File: config.mk
export PLATFORM = sky130hd
export DESIGN_NAME = s2m_write_engine
export DESIGN_NICKNAME = d
export VERILOG_FILES = /design/src/rtl/s2m_pkg.sv /design/src/rtl/s2m_beat_track.sv /design/src/rtl/s2m_err_hold.sv /design/src/rtl/s2m_irq_bank.sv /design/src/rtl/s2m_write_engine.sv
export SDC_FILE = /design/constraint.sdc
export NUM_CORES = 1
export LEC_CHECK = 0
export BUFFER_PORTS_ARGS = -buffer_cell sky130_fd_sc_hd__buf_2
export CORE_UTILIZATION = 48
export CTS_BUF_LIST = sky130_fd_sc_hd__clkbuf_8 sky130_fd_sc_hd__clkbuf_16
export DETAILED_ROUTE_END_ITERATION = 7
export PLACE_DENSITY = 0.81
export SETUP_SLACK_MARGIN = 0.5
export SYNTH_ARGS = -nofsm -noshare
export SYNTH_HDL_FRONTEND = slang
export SYNTH_SLANG_ARGS = --single-unit
File: constraint.sdc
create_clock -name clk -period 3 [get_ports clk]
set_clock_uncertainty 0.1 [all_clocks]
set_input_delay 0.9 -clock clk [delete_from_list [all_inputs] [get_ports clk]]
set_output_delay 0.9 -clock clk [all_outputs]
set_load 0.01 [all_outputs]
File: src/rtl/s2m_pkg.sv
package s2m_pkg;
    typedef enum logic [1:0] {
        ST_IDLE = 2'd0,
        ST_RUN  = 2'd1,
        ST_DONE = 2'd2
    } state_t;

    localparam int CTRL_EOP_MODE = 12;
    localparam int CTRL_DONE_EN  = 14;
    localparam int CTRL_EARLY_EN = 15;
    localparam int CTRL_MASK_LO  = 16;

    localparam int IRQ_N     = 3;
    localparam int IRQ_DONE  = 0;
    localparam int IRQ_ERR   = 1;
    localparam int IRQ_EARLY = 2;
endpackage

File: src/rtl/s2m_beat_track.sv
module s2m_beat_track #(
    parameter int AW   = 32,
    parameter int LW   = 16,
    parameter int STEP = 4
) (
    input  logic          clk,
    input  logic          rst_n,
    input  logic          load,
    input  logic [AW-1:0] base,
    input  logic          beat,
    output logic [AW-1:0] addr_o,
    output logic [LW-1:0] count_o,
    output logic [LW-1:0] count_nxt_o
);
    localparam logic [AW-1:0] A_STEP = AW'(STEP);
    localparam logic [LW-1:0] C_STEP = LW'(STEP);

    assign count_nxt_o = count_o + C_STEP;

    always_ff @(posedge clk or negedge rst_n) begin
        if (!rst_n) begin
            addr_o  <= '0;
            count_o <= '0;
        end else if (load) begin
            addr_o  <= base;
            count_o <= '0;
        end else if (beat) begin
            addr_o  <= addr_o + A_STEP;
            count_o <= count_nxt_o;
        end
    end
endmodule

File: src/rtl/s2m_err_hold.sv
module s2m_err_hold #(
    parameter int EW = 8
) (
    input  logic          clk,
    input  logic          rst_n,
    input  logic          clr,
    input  logic          beat,
    input  logic [EW-1:0] err_in,
    output logic [EW-1:0] err_o
);
    always_ff @(posedge clk or negedge rst_n) begin
        if (!rst_n)     err_o <= '0;
        else if (clr)   err_o <= '0;
        else if (beat)  err_o <= err_o | err_in;
    end
endmodule

File: src/rtl/s2m_irq_bank.sv
module s2m_irq_bank #(
    parameter int N = 3
) (
    input  logic         clk,
    input  logic         rst_n,
    input  logic [N-1:0] set,
    input  logic         clr,
    output logic [N-1:0] irq
);
    for (genvar g = 0; g < N; g++) begin : g_irq
        always_ff @(posedge clk or negedge rst_n) begin
            if (!rst_n)      irq[g] <= 1'b0;
            else if (set[g]) irq[g] <= 1'b1;
            else if (clr)    irq[g] <= 1'b0;
        end
    end
endmodule

File: src/rtl/s2m_write_engine.sv
module s2m_write_engine
    import s2m_pkg::*;
#(
    parameter int AW = 32,
    parameter int DW = 32,
    parameter int LW = 16,
    parameter int EW = 8
) (
    input  logic          clk,
    input  logic          rst_n,
    input  logic          desc_valid,
    output logic          desc_ready,
    input  logic [AW-1:0] desc_addr,
    input  logic [LW-1:0] desc_len,
    input  logic [31:0]   desc_ctrl,
    input  logic          st_valid,
    output logic          st_ready,
    input  logic [DW-1:0] st_data,
    input  logic          st_eop,
    input  logic [EW-1:0] st_err,
    output logic          mem_wr,
    input  logic          mem_wait,
    output logic [AW-1:0] mem_addr,
    output logic [DW-1:0] mem_wdata,
    output logic          done_pulse,
    output logic [LW-1:0] done_bytes,
    input  logic          irq_clr,
    output logic          irq_done,
    output logic          irq_err,
    output logic          irq_early
);
    localparam int STEP = DW / 8;

    state_t        state, state_nxt;
    logic          load, beat, last;
    logic [LW-1:0] len_q, count, count_nxt;
    logic          eop_mode_q, done_en_q, early_en_q, ovf_q;
    logic [EW-1:0] mask_q, err_rec;
    logic [IRQ_N-1:0] irq_set, irq_q;
    logic          unused_ctrl_bits;

    assign unused_ctrl_bits = ^{desc_ctrl[31:CTRL_MASK_LO+EW], desc_ctrl[13],
                                desc_ctrl[11:0]};

    // state register
    always_ff @(posedge clk or negedge rst_n) begin
        if (!rst_n) state <= ST_IDLE;
        else        state <= state_nxt;
    end

    // end-of-transfer decision
    always_comb begin
        if (eop_mode_q) last = st_eop;
        else            last = (count_nxt >= len_q);
    end

    // next state
    always_comb begin
        state_nxt = state;
        unique case (state)
            ST_IDLE: if (desc_valid)  state_nxt = ST_RUN;   // LOAD
            ST_RUN:  if (beat && last) state_nxt = ST_DONE; // FINISH, else BEAT
            ST_DONE:                  state_nxt = ST_IDLE;  // RETIRE
            default:                  state_nxt = ST_IDLE;
        endcase
    end

    // outputs per state
    always_comb begin
        desc_ready = 1'b0;
        st_ready   = 1'b0;
        mem_wr     = 1'b0;
        done_pulse = 1'b0;
        irq_set    = '0;
        unique case (state)
            ST_IDLE: desc_ready = 1'b1;
            ST_RUN: begin
                st_ready = !mem_wait;
                mem_wr   = st_valid;
            end
            ST_DONE: begin
                done_pulse         = 1'b1;
                irq_set[IRQ_DONE]  = done_en_q;
                irq_set[IRQ_ERR]   = |(err_rec & mask_q);
                irq_set[IRQ_EARLY] = early_en_q && ovf_q;
            end
            default: ;
        endcase
    end

    assign load      = desc_ready && desc_valid;
    assign beat      = st_ready && st_valid;
    assign mem_wdata = st_data;

    // descriptor fields and overrun flag
    always_ff @(posedge clk or negedge rst_n) begin
        if (!rst_n) begin
            len_q      <= '0;
            eop_mode_q <= 1'b0;
            done_en_q  <= 1'b0;
            early_en_q <= 1'b0;
            mask_q     <= '0;
            ovf_q      <= 1'b0;
        end else if (load) begin
            len_q      <= desc_len;
            eop_mode_q <= desc_ctrl[CTRL_EOP_MODE];
            done_en_q  <= desc_ctrl[CTRL_DONE_EN];
            early_en_q <= desc_ctrl[CTRL_EARLY_EN];
            mask_q     <= desc_ctrl[CTRL_MASK_LO +: EW];
            ovf_q      <= 1'b0;
        end else if (beat && eop_mode_q && !st_eop && (count_nxt > len_q)) begin
            ovf_q      <= 1'b1;
        end
    end

    s2m_beat_track #(.AW(AW), .LW(LW), .STEP(STEP)) i_track (
        .clk(clk), .rst_n(rst_n), .load(load), .base(desc_addr), .beat(beat),
        .addr_o(mem_addr), .count_o(count), .count_nxt_o(count_nxt)
    );

    s2m_err_hold #(.EW(EW)) i_err (
        .clk(clk), .rst_n(rst_n), .clr(load), .beat(beat), .err_in(st_err),
        .err_o(err_rec)
    );

    s2m_irq_bank #(.N(IRQ_N)) i_irq (
        .clk(clk), .rst_n(rst_n), .set(irq_set), .clr(irq_clr), .irq(irq_q)
    );

    assign done_bytes = count;
    assign irq_done   = irq_q[IRQ_DONE];
    assign irq_err    = irq_q[IRQ_ERR];
    assign irq_early  = irq_q[IRQ_EARLY];
endmodule

==> out/metrics.csv, run 1 <==
stage,metric,value,unit
run_status,status,finished clean,
routing,drtIter0Drc,328,
power,p_int,2.778,mW
die,num_rows,36,
global_routing,grt_antenna_before_repair,0,
synth,synth_area_leaders,"dfrtp_1 (45%), nand2_1 (9.1%), buf_4 (5.3%)",
die,dieHeight,102.1,µm
worst_setup_path,slowest_delay,0.44,ns
cells_and_area,seqCellArea,2180,µm²
place,place_congestion,0.9253,
place,hpwl,8.440,mm
place,io_buffers,126,
synth,synth_ff_type,dfrtp_1,
die,initial_core_util,0.4943,
sta,slew_headroom,0.4570,
cells_and_area,final_cell_mix,"buf_2 (125), nand2_1 (117), dfrtp_1 (85)",
routing,ant_nets,0,
routing,routed_wl,12.50,mm
global_routing,grt_pass1_vias,4135,
worst_setup_path,cp.arrival,2.89,ns
power,leakage,2.869,nW
power,vdd_drop_max,432.9,µV
run,maxCapViolCount,0,
synth,yosysTopAreaCell,dfrtp_1,
cells_and_area,nets,795,
clocking,cts_sinks,87,
worst_setup_path,critical_path_class,flop to flop,
power,seq_power_share,0.432,
worst_setup_path,crit_start,i_track.count_o[11]$_DFFE_PN0P_,
sta,hold_violations,0,
worst_setup_path,crit_chain,and3_2 -> and3_2 -> nand3_2 -> xnor2_2 -> ha_1 -> nand4_1 -> nor4_2 -> nor2_1 -> nand4_1 -> a311oi_2,
routing,vias_per_cell,5.560,
die,io-pin-count,214,
synth,syn_avg_cell_area,8.874,µm²
global_routing,grt.overflow.total,0,
sta,worst_hold_slack,0.3760,ns
worst_setup_path,critPathBufInv,0,
power,combPwrFrac,0.400,
sta,grt_setup_unrepaired,yes,
synth,synth-seq-cells,87,
cells_and_area,syn2layout_area_growth,21.38,%
cells_and_area,drive_above_1_share,0.3034,
synth,synth_cells,542,
clocking,hold_buffers,0,
sta,final.min_clock_period,2.777,ns
sta,finalCritPeriodShare,0.9256,
min_path,worstHoldStart,i_track.addr_o[0]$_DFFE_PN0P_,
clocking,clk_latency,0.35,ns
power,clockPowerShare,0.169,
synth,synth_cell_types,50,
clocking,ctsHtreeMaxLevel,3,
sta,tns,0,ns
cells_and_area,multi_input_area,2364,µm²
die,die_w,102.1,µm
die,die_area,10420,µm²
synth,yosysTopAreaCellShare,0.4527,
routing,drt_pass1_iterations,5,
min_path,hold_path_class,flop to flop,
synth,synth_edf_count,0,
synth,synthArstFlopShare,1.000,
cells_and_area,diodes,0,
worst_setup_path,crit_family,simple AND/OR/NAND/NOR gates,
clocking,clk_pin_slew,0.09,ns
power,power_density,791.3,nW/µm²
global_routing,grt_pass1_wl,19.42,mm
sta,slew_violations,0,
worst_setup_path,start_kind,flop,
sta,fmax,360.1,MHz
synth,ys_seq_area_frac,0.4527,
global_routing,grt_usage,0.2395,
worst_setup_path,required,3.11,ns
cells_and_area,final_common_cell,buf_2,
worst_setup_path,worstPathMaxFanout,5,
routing,vias,4387,
sta,finalSetupViolations,0,
routing,drc,0,
power,switching_share,0.3986,
worst_setup_path,rr_startpoint,i_track.count_o[11]$_DFFE_PN0P_,
clocking,cts_tree,built,
synth,syn_area,4810,µm²
clocking,clk_path_buf_depth,2,
worst_setup_path,cp-end-kind,flop,
clocking,numCtsBuffers,9,
worst_setup_path,crit_slowest_cell,dfrtp_2,
die,fp.coreArea,9729,µm²
cells_and_area,fillers,828,
sta,tightestPinTransition,0.8145,ns
global_routing,grt_start_max_net_pins,65,
routing,post_drt_wl_per_cell,15.84,µm
synth,yosys_warnings,0,
clocking,cts_root_buf,clkbuf_8,
power,switching_power,1.841,mW
## timing repair
action / 4_1_cts / 5_1_grt
setup buffers: 13 / 4
pin swaps: 10 / 11
resized for setup: 14 / 12
setup endpoints to repair: 3 / 3
## kinds of logic (layout without fill, tap and decap cells)
logic type / Yosys count / after routing / share of synthesized area
buf+inv: 79 / 192 / 0.08923
other cells: 1 / 2 / 0.0007797
compound gates: 109 / 109 / 0.1426
flops: 87 / 87 / 0.4527
xor+xnor: 26 / 26 / 0.04735
simple gates: 222 / 222 / 0.2216
mux: 2 / 2 / 0.004162
fa+ha+maj: 16 / 16 / 0.04162
## registers in the layout, summed over array words and instances (netlist names)
| signal | count |
|---|---|
| mask_q | 8 |
| state | 2 |
| done_en_q | 1 |
| i_track.count_o | 14 |
| len_q | 16 |
| eop_mode_q | 1 |
| ovf_q | 1 |
| i_err.err_o | 8 |
| early_en_q | 1 |
| i_irq.irq | 3 |
| i_track.addr_o | 32 |
## cell type report
type                       count  share of cell area
multi-input combinational    377              0.4048
sequential                    87              0.3733
timing repair buffer         155              0.1485
tap                          133             0.02850
clock buffer                   9             0.02122
inverter                      22             0.01414
clock inverter                 6            0.009430
## power groups by stage
stage,clock (mW),combinational [mW],sequential [mW]
2_1_floorplan,0,1.08,2.04
3_3_place_gp,0,1.67,1.98
3_5_place_dp,0,1.75,2.01
4_1_cts,0.798,1.82,1.99
5_1_grt,0.841,2.10,2.06
6_report,0.779,1.85,1.99
## Yosys cell counts, types with 2 or more instances
cell	instances
a22o_1	9
buf_2	4
buf_1	2
clkbuf_1	17
xnor2_1	11
nand4_1	15
dfrtp_1	87
a22oi_1	8
o21ai_0	49
a221o_1	2
nand2_1	117
nand3_1	32
or4_1	4
a21oi_1	9
mux2i_1	2
nor3_2	2
xor2_1	15
o211ai_1	5
o31ai_1	7
nor4_1	2
a31oi_1	9
and2_1	5
a211oi_1	3
ha_1	16
inv_1	22
buf_4	34
a311oi_1	2
nor3_1	5
and3_1	8
nor2_1	19
## worst reg2reg max path: cells and delay by family, from the launching register on
kind | cells | cell delay (ns)
adder cells (fa/ha/maj) | 1 | 0.31
flip-flops | 1 | 0.44
XOR/XNOR | 1 | 0.18
AO/OA/AOI/OAI | 1 | 0.10
AND/OR/NAND/NOR | 7 | 1.51
## final timing paths
kind	to	slack, ns	depth (start not counted)
max	state[0]$_DFFE_PN0P_	0.22	10
min	i_track.addr_o[0]$_DFFE_PN0P_	0.38	2
max reg2reg	state[0]$_DFFE_PN0P_	0.22	10
min reg2reg	i_track.addr_o[0]$_DFFE_PN0P_	0.38	2
max in group asynchronous	i_track.count_o[10]$_DFFE_PN0P_	1.55	2
min in group asynchronous	i_track.addr_o[27]$_DFFE_PN0P_	0.54	1
## through the flow
step                std cells  instance area, µm²  total power, mW    util  worst slack [ns]
finish                    789                5838            4.619  0.6001            0.2233
global route              789                5838            4.993  0.6001           0.09307
CTS                       785                5749            4.608  0.5909            0.3564
detailed placement        757                5393            3.757  0.5543            0.2098
global placement          757                5393            3.649  0.5543            0.2860
floorplan                 543                4838            3.126       -            0.5073
## metal layers
metal | part of all wire | vias up | GRT usage
li1 | - | 2066 | -
met1 | 0.41 | 2087 | 0.2961
met2 | 0.50 | 196 | 0.4037
met3 | 0.072 | 38 | 0.05609
met4 | 0.020 | 0 | 0.09780
met5 | 0 | - | 0
(Power assumes the default switching activity.)
==> inputs of run 2 (changes only) <==
Settings changed: BUFFER_PORTS_ARGS -buffer_cell sky130_fd_sc_hd__buf_2 to -buffer_cell sky130_fd_sc_hd__buf_4.
==> run 2 against run 1 <==
Against the previous run: via count is 0.32% higher; largest cell class unchanged; highest routed layer unchanged; register-to-register slack improved by 0.07 ns; combinational power is 9% higher.
==> out/metrics.csv, run 2 (synthesis results as in run 1) <==
stage,metric,value,unit,change
run_status,status,finished clean,,unchanged
clocking,cts_sinks,87,,unchanged
global_routing,grt_start_max_net_pins,85,,was 65
worst_setup_path,crit_start,i_track.count_o[10]$_DFFE_PN0P_,,was i_track.count_o[11]$_DFFE_PN0P_
worst_setup_path,cp-endpoint,state[0]$_DFFE_PN0P_,,unchanged
sta,hold_violations,0,,unchanged
worst_setup_path,r2r_slack,0.29,ns,was 0.22 ns
cells_and_area,top_regs,"i_track.addr_o (32), len_q (16), i_track.count_o (14)",,unchanged
die,die_area,10420,µm²,unchanged
worst_setup_path,rr_startpoint,i_track.count_o[10]$_DFFE_PN0P_,,was i_track.count_o[11]$_DFFE_PN0P_
cells_and_area,largest_reg_flops,32,,unchanged
routing,routed_wl,12.55,mm,was 12.50 mm
die,num_rows,36,,unchanged
cells_and_area,post-route-util,0.6407,,was 0.6001
cells_and_area,drive_above_1_share,0.3120,,was 0.3034
cells_and_area,largest-register,i_track.addr_o,,unchanged
worst_setup_path,cp.arrival,2.84,ns,was 2.89 ns
sta,slew_headroom,0.4396,,was 0.4570
sta,finalSetupViolations,0,,unchanged
power,total_power,4.970,mW,was 4.619 mW
cells_and_area,final_common_cell,buf_4,,was buf_2
routing,drtIter0Drc,278,,was 328
power,leakage,2.971,nW,was 2.869 nW
sta,tns,0,ns,unchanged
sta,slew_violations,0,,unchanged
min_path,hold_path_class,flop to flop,,unchanged
routing,drt_pass1_iterations,5,,unchanged
routing,drc,0,,unchanged
routing,ant_nets,0,,unchanged
routing,vias,4401,,"was 4,387"
cells_and_area,diodes,0,,unchanged
worst_setup_path,cp-end-kind,flop,,unchanged
sta,grt_setup_unrepaired,yes,,unchanged
worst_setup_path,critical_path_class,flop to flop,,unchanged
cells_and_area,final_cell_mix,"buf_4 (151), nand2_1 (117), dfrtp_1 (83)",,"was buf_2 (125), nand2_1 (117), dfrtp_1 (85)"
sta,finalCritPeriodShare,0.9037,,was 0.9256
clocking,clk_latency,0.36,ns,was 0.35 ns
worst_setup_path,required,3.13,ns,was 3.11 ns
die,dieHeight,102.1,µm,unchanged
die,initial_core_util,0.4943,,unchanged
die,die_w,102.1,µm,unchanged
place,place_congestion,0.8895,,was 0.9253
run,maxCapViolCount,0,,unchanged
clocking,cts_root_buf,clkbuf_8,,unchanged
clocking,ctsHtreeMaxLevel,3,,unchanged
clocking,clk_pin_slew,0.09,ns,about the same
sta,final.min_clock_period,2.711,ns,was 2.777 ns
power,vdd_drop_max,471.1,µV,was 432.9 µV
die,io-pin-count,214,,unchanged
place,place_ws,0.1793,ns,was 0.2098 ns
place,hpwl,8.597,mm,was 8.440 mm
global_routing,grt_antenna_before_repair,0,,unchanged
power,power_density,797.3,nW/µm²,was 791.3 nW/µm²
cells_and_area,syn2layout_area_growth,29.60,%,was 21.38%
sta,tightestPinTransition,0.8374,ns,was 0.8145 ns
worst_setup_path,worstPathMaxFanout,7,,was 5
cells_and_area,final_area,6233,µm²,was 5838 µm²
routing,vias_per_cell,5.571,,was 5.560
sta,setup_slack,0.2890,ns,was 0.2233 ns
worst_setup_path,start_kind,flop,,unchanged
global_routing,grt.overflow.total,0,,unchanged
cells_and_area,nets,795,,unchanged
worst_setup_path,reg2reg_to,state[0]$_DFFE_PN0P_,,unchanged
worst_setup_path,rr_worst_depth,10,,unchanged
place,placed_area,5725,µm²,was 5393 µm²
place,io_buffers,126,,unchanged
sta,fmax,368.9,MHz,was 360.1 MHz
clocking,clk_path_buf_depth,2,,unchanged
die,fp.coreArea,9729,µm²,unchanged
global_routing,grt_pass1_wl,20.02,mm,was 19.42 mm
clocking,numCtsBuffers,9,,unchanged
routing,post_drt_wl_per_cell,15.88,µm,was 15.84 µm
global_routing,grt_pass1_vias,4207,,"was 4,135"
global_routing,grt_usage,0.2462,,was 0.2395
clocking,cts_tree,built,,unchanged
## run 2: cell types whose count changed in the layout (fill, tap and decap cells not counted), moves of 2 or more
cell	previous run	this run
buf_2	125	0
clkinv_2	2	0
clkbuf_8	9	11
ha_4	1	3
ha_1	15	13
buf_4	28	151
dfrtp_1	85	83
dfrtp_2	2	4
## run 2: timing repair
| action | 4_1_cts | 5_1_grt |
|---|---|---|
| setup buffers | 13 | 3 |
| gates resized for setup | 19 | 10 |
| setup endpoints to repair | 3 | 3 |
| pin swaps | 14 | 12 |
| hold buffers | 0 | 0 |
## run 2: worst min path at each step
stage,from,end,slack (ns),depth (start not counted)
5_1_grt,done_en_q$_DFFE_PN0P_,i_irq.irq[0]$_DFFE_PN0P_,0.42,2
6_report,len_q[0]$_DFFE_PN0P_,len_q[0]$_DFFE_PN0P_,0.37,2
2_1_floorplan,len_q[0]$_DFFE_PN0P_,len_q[0]$_DFFE_PN0P_,0.34,2
4_1_cts,len_q[0]$_DFFE_PN0P_,len_q[0]$_DFFE_PN0P_,0.38,2
3_3_place_gp,len_q[0]$_DFFE_PN0P_,len_q[0]$_DFFE_PN0P_,0.36,2
3_5_place_dp,len_q[0]$_DFFE_PN0P_,len_q[0]$_DFFE_PN0P_,0.36,2
## run 2: power breakdown
group / internal (mW) / switching, mW
logic: 0.948 / 1.06
clock network: 0.515 / 0.431
registers: 1.62 / 0.391
## run 2: final cells by class
class / count / area [µm²]
fillers: 781 / 3496
repair buffers: 155 / 1196
well taps: 133 / 166.4
flip-flops and latches: 87 / 2182
clock inverters: 5 / 80.08
clock buffers: 11 / 151.4
multi-input cells: 377 / 2375
inverters: 22 / 82.58
## run 2: metrics by stage
step | hold WS, ns | std cells
2_1_floorplan | 0.3380 | 543
3_3_place_gp | 0.3566 | 758
3_5_place_dp | 0.3586 | 758
4_1_cts | 0.3799 | 787
5_1_grt | 0.4198 | 790
6_report | 0.3744 | 790
## run 2: routing by layer
metal | routed length, µm | GRT usage
met2 | 6152 | 0.4089
met3 | 799 | 0.03762
met4 | 348 | 0.1121
met1 | 5248 | 0.3183
met5 | 0 | 0
## run 2: worst max-delay path, stage by stage (launching register included)
cell and delay, ns:
dfrtp_2 0.47, and3_2 0.27, and3_1 0.27, nand3_2 0.14
xnor2_2 0.18, ha_1 0.32, nand4_1 0.17, nor4_2 0.35
nor2_1 0.08, nand4_1 0.13, a311oi_2 0.11
==> inputs of run 3 (changes only) <==
Settings changed: BUFFER_PORTS_ARGS -buffer_cell sky130_fd_sc_hd__buf_4 to not set, CORE_UTILIZATION 48 to 45, DONT_BUFFER_PORTS set to 1, PLACE_DENSITY 0.81 to not set.
==> run 3 against run 2 <==
Against the previous run: critical path depth grew 1; clock power is 20% lower; highest routed layer unchanged; total power decreased by 14%; critical endpoint unchanged.
==> out/metrics.csv, run 3 (synthesis results as in run 1) <==
stage,metric,value,unit,change
run_status,status,finished clean,,unchanged
global_routing,grt_usage,0.2186,,was 0.2462
cells_and_area,drive_above_1_share,0.1391,,was 0.3120
cells_and_area,post-route-util,0.5031,,was 0.6407
sta,tightestPinTransition,0.7971,ns,was 0.8374 ns
routing,ant_nets,0,,unchanged
place,dp.cells,640,,was 758
clocking,ctsHtreeMaxLevel,3,,unchanged
sta,finalCritPeriodShare,0.8471,,was 0.9037
power,leakage,2.321,nW,was 2.971 nW
place,hpwl,8.083,mm,was 8.597 mm
power,total_power,4.273,mW,was 4.970 mW
sta,hold_violations,0,,unchanged
clocking,cts_root_buf,clkbuf_8,,unchanged
worst_setup_path,cp.arrival,2.71,ns,was 2.84 ns
cells_and_area,top_regs,"i_track.addr_o (32), len_q (16), i_track.count_o (14)",,unchanged
cells_and_area,nets,670,,was 795
clocking,cts_sinks,87,,unchanged
routing,vias_per_cell,5.596,,was 5.571
die,dieHeight,105.4,µm,was 102.1 µm
sta,fmax,393.5,MHz,was 368.9 MHz
sta,slew_headroom,0.4666,,was 0.4396
worst_setup_path,start_kind,flop,,unchanged
die,initial_core_util,0.4659,,was 0.4943
global_routing,grt_start_max_net_pins,88,,was 85
cells_and_area,final_common_cell,nand2_1,,was buf_4
power,power_density,822.8,nW/µm²,was 797.3 nW/µm²
place,place_ws,0.2280,ns,was 0.1793 ns
clocking,clk_latency,0.36,ns,about the same
clocking,numCtsBuffers,9,,unchanged
cells_and_area,largest-register,i_track.addr_o,,unchanged
global_routing,grt_antenna_before_repair,0,,unchanged
sta,setup_slack,0.4586,ns,was 0.2890 ns
cells_and_area,final_area,5194,µm²,was 6233 µm²
global_routing,grt_pass1_wl,19.11,mm,was 20.02 mm
routing,drtIter0Drc,275,,was 278
routing,vias,3738,,"was 4,401"
sta,tns,0,ns,unchanged
die,num_rows,37,,was 36
clocking,hold_buffers,0,,unchanged
routing,routed_wl,11.60,mm,was 12.55 mm
die,die_area,11100,µm²,"was 10,420 µm²"
cells_and_area,final_cell_mix,"nand2_1 (117), dfrtp_1 (85), o21ai_0 (48)",,"was buf_4 (151), nand2_1 (117), dfrtp_1 (83)"
cells_and_area,largest_reg_flops,32,,unchanged
min_path,hold_path_class,input port to async pin,,was flop to flop
global_routing,grt_pass1_vias,3702,,"was 4,207"
clocking,clk_pin_slew,0.08,ns,was 0.09 ns
routing,post_drt_wl_per_cell,17.36,µm,was 15.88 µm
worst_setup_path,worstPathMaxFanout,6,,was 7
worst_setup_path,critical_path_class,flop to flop,,unchanged
run,maxCapViolCount,0,,unchanged
sta,slew_violations,0,,unchanged
cells_and_area,diodes,0,,unchanged
cells_and_area,final_cells,668,,was 790
sta,worst_hold_slack,0.1234,ns,was 0.3744 ns
cells_and_area,syn2layout_area_growth,7.986,%,was 29.60%
sta,grt_setup_unrepaired,yes,,unchanged
die,fp.coreArea,10320,µm²,was 9729 µm²
place,io_buffers,0,,was 126
place,place_congestion,0.7989,,was 0.8895
worst_setup_path,cp-end-kind,flop,,unchanged
sta,final.min_clock_period,2.541,ns,was 2.711 ns
clocking,cts_tree,built,,unchanged
die,io-pin-count,214,,unchanged
global_routing,grt.overflow.total,0,,unchanged
sta,finalSetupViolations,0,,unchanged
power,vdd_drop_max,318.9,µV,was 471.1 µV
worst_setup_path,required,3.17,ns,was 3.13 ns
routing,drc,0,,unchanged
routing,drt_pass1_iterations,5,,unchanged
clocking,clk_path_buf_depth,2,,unchanged
place,placed_area,4796,µm²,was 5725 µm²
die,die_w,105.4,µm,was 102.1 µm
-- run 3: final timing paths --
check                                                     from                        endpoint  slack, ns  depth (start not counted)
worst max-delay path            i_track.count_o[3]$_DFFE_PN0P_            state[0]$_DFFE_PN0P_       0.46                         11
worst min-delay path                                     rst_n  i_track.addr_o[29]$_DFFE_PN0P_       0.12                          0
worst max register to register  i_track.count_o[3]$_DFFE_PN0P_            state[0]$_DFFE_PN0P_       0.46                         11
worst min register to register           mask_q[3]$_DFFE_PN0P_           mask_q[3]$_DFFE_PN0P_       0.39                          2
max in group asynchronous                                rst_n      i_err.err_o[5]$_DFFE_PN0P_       2.56                          0
min in group clk                         mask_q[3]$_DFFE_PN0P_           mask_q[3]$_DFFE_PN0P_       0.39                          2
-- run 3: area by class of cell --
class / instances / area, µm²
Clock buffer: 11 / 151.4
Clock inverter: 5 / 25.02
Fill cell: 966 / 5130
Inverter: 22 / 82.58
Multi-Input combinational cell: 377 / 2352
Sequential cell: 87 / 2180
Tap cell: 136 / 170.2
Timing Repair Buffer: 30 / 232.7
-- run 3: power breakdown --
group / internal [mW] / switching, mW
sequential: 1.62 / 0.502
clock: 0.338 / 0.416
combinational: 0.591 / 0.803
total: 2.55 / 1.72
-- run 3: routing by layer --
metal | GRT usage | part of all wire | vias to the layer above
met3 | 0.05875 | 0.066 | 20
li1 | - | - | 1812
met5 | 0 | 0 | -
met4 | 0.08249 | 0.016 | 0
met2 | 0.3529 | 0.47 | 126
met1 | 0.2796 | 0.44 | 1780
-- run 3: what timing repair did --
item | CTS | global route
setup endpoints to repair | 3 | 4
cloned | 0 | 0
resized for setup | 7 | 19
buffers inserted | 6 | 6
pin swaps | 6 | 14
-- run 3: critical path, stage by stage, from the launching register on --
cell and delay [ns]:
dfrtp_1 0.42, nand4_1 0.19, nor3_4 0.16, buf_6 0.16, nand3_2 0.12, xnor2_2 0.16, ha_1 0.31, nand4_1 0.18
a211oi_1 0.08, o21bai_1 0.17, nand4_1 0.14, a311oi_1 0.27
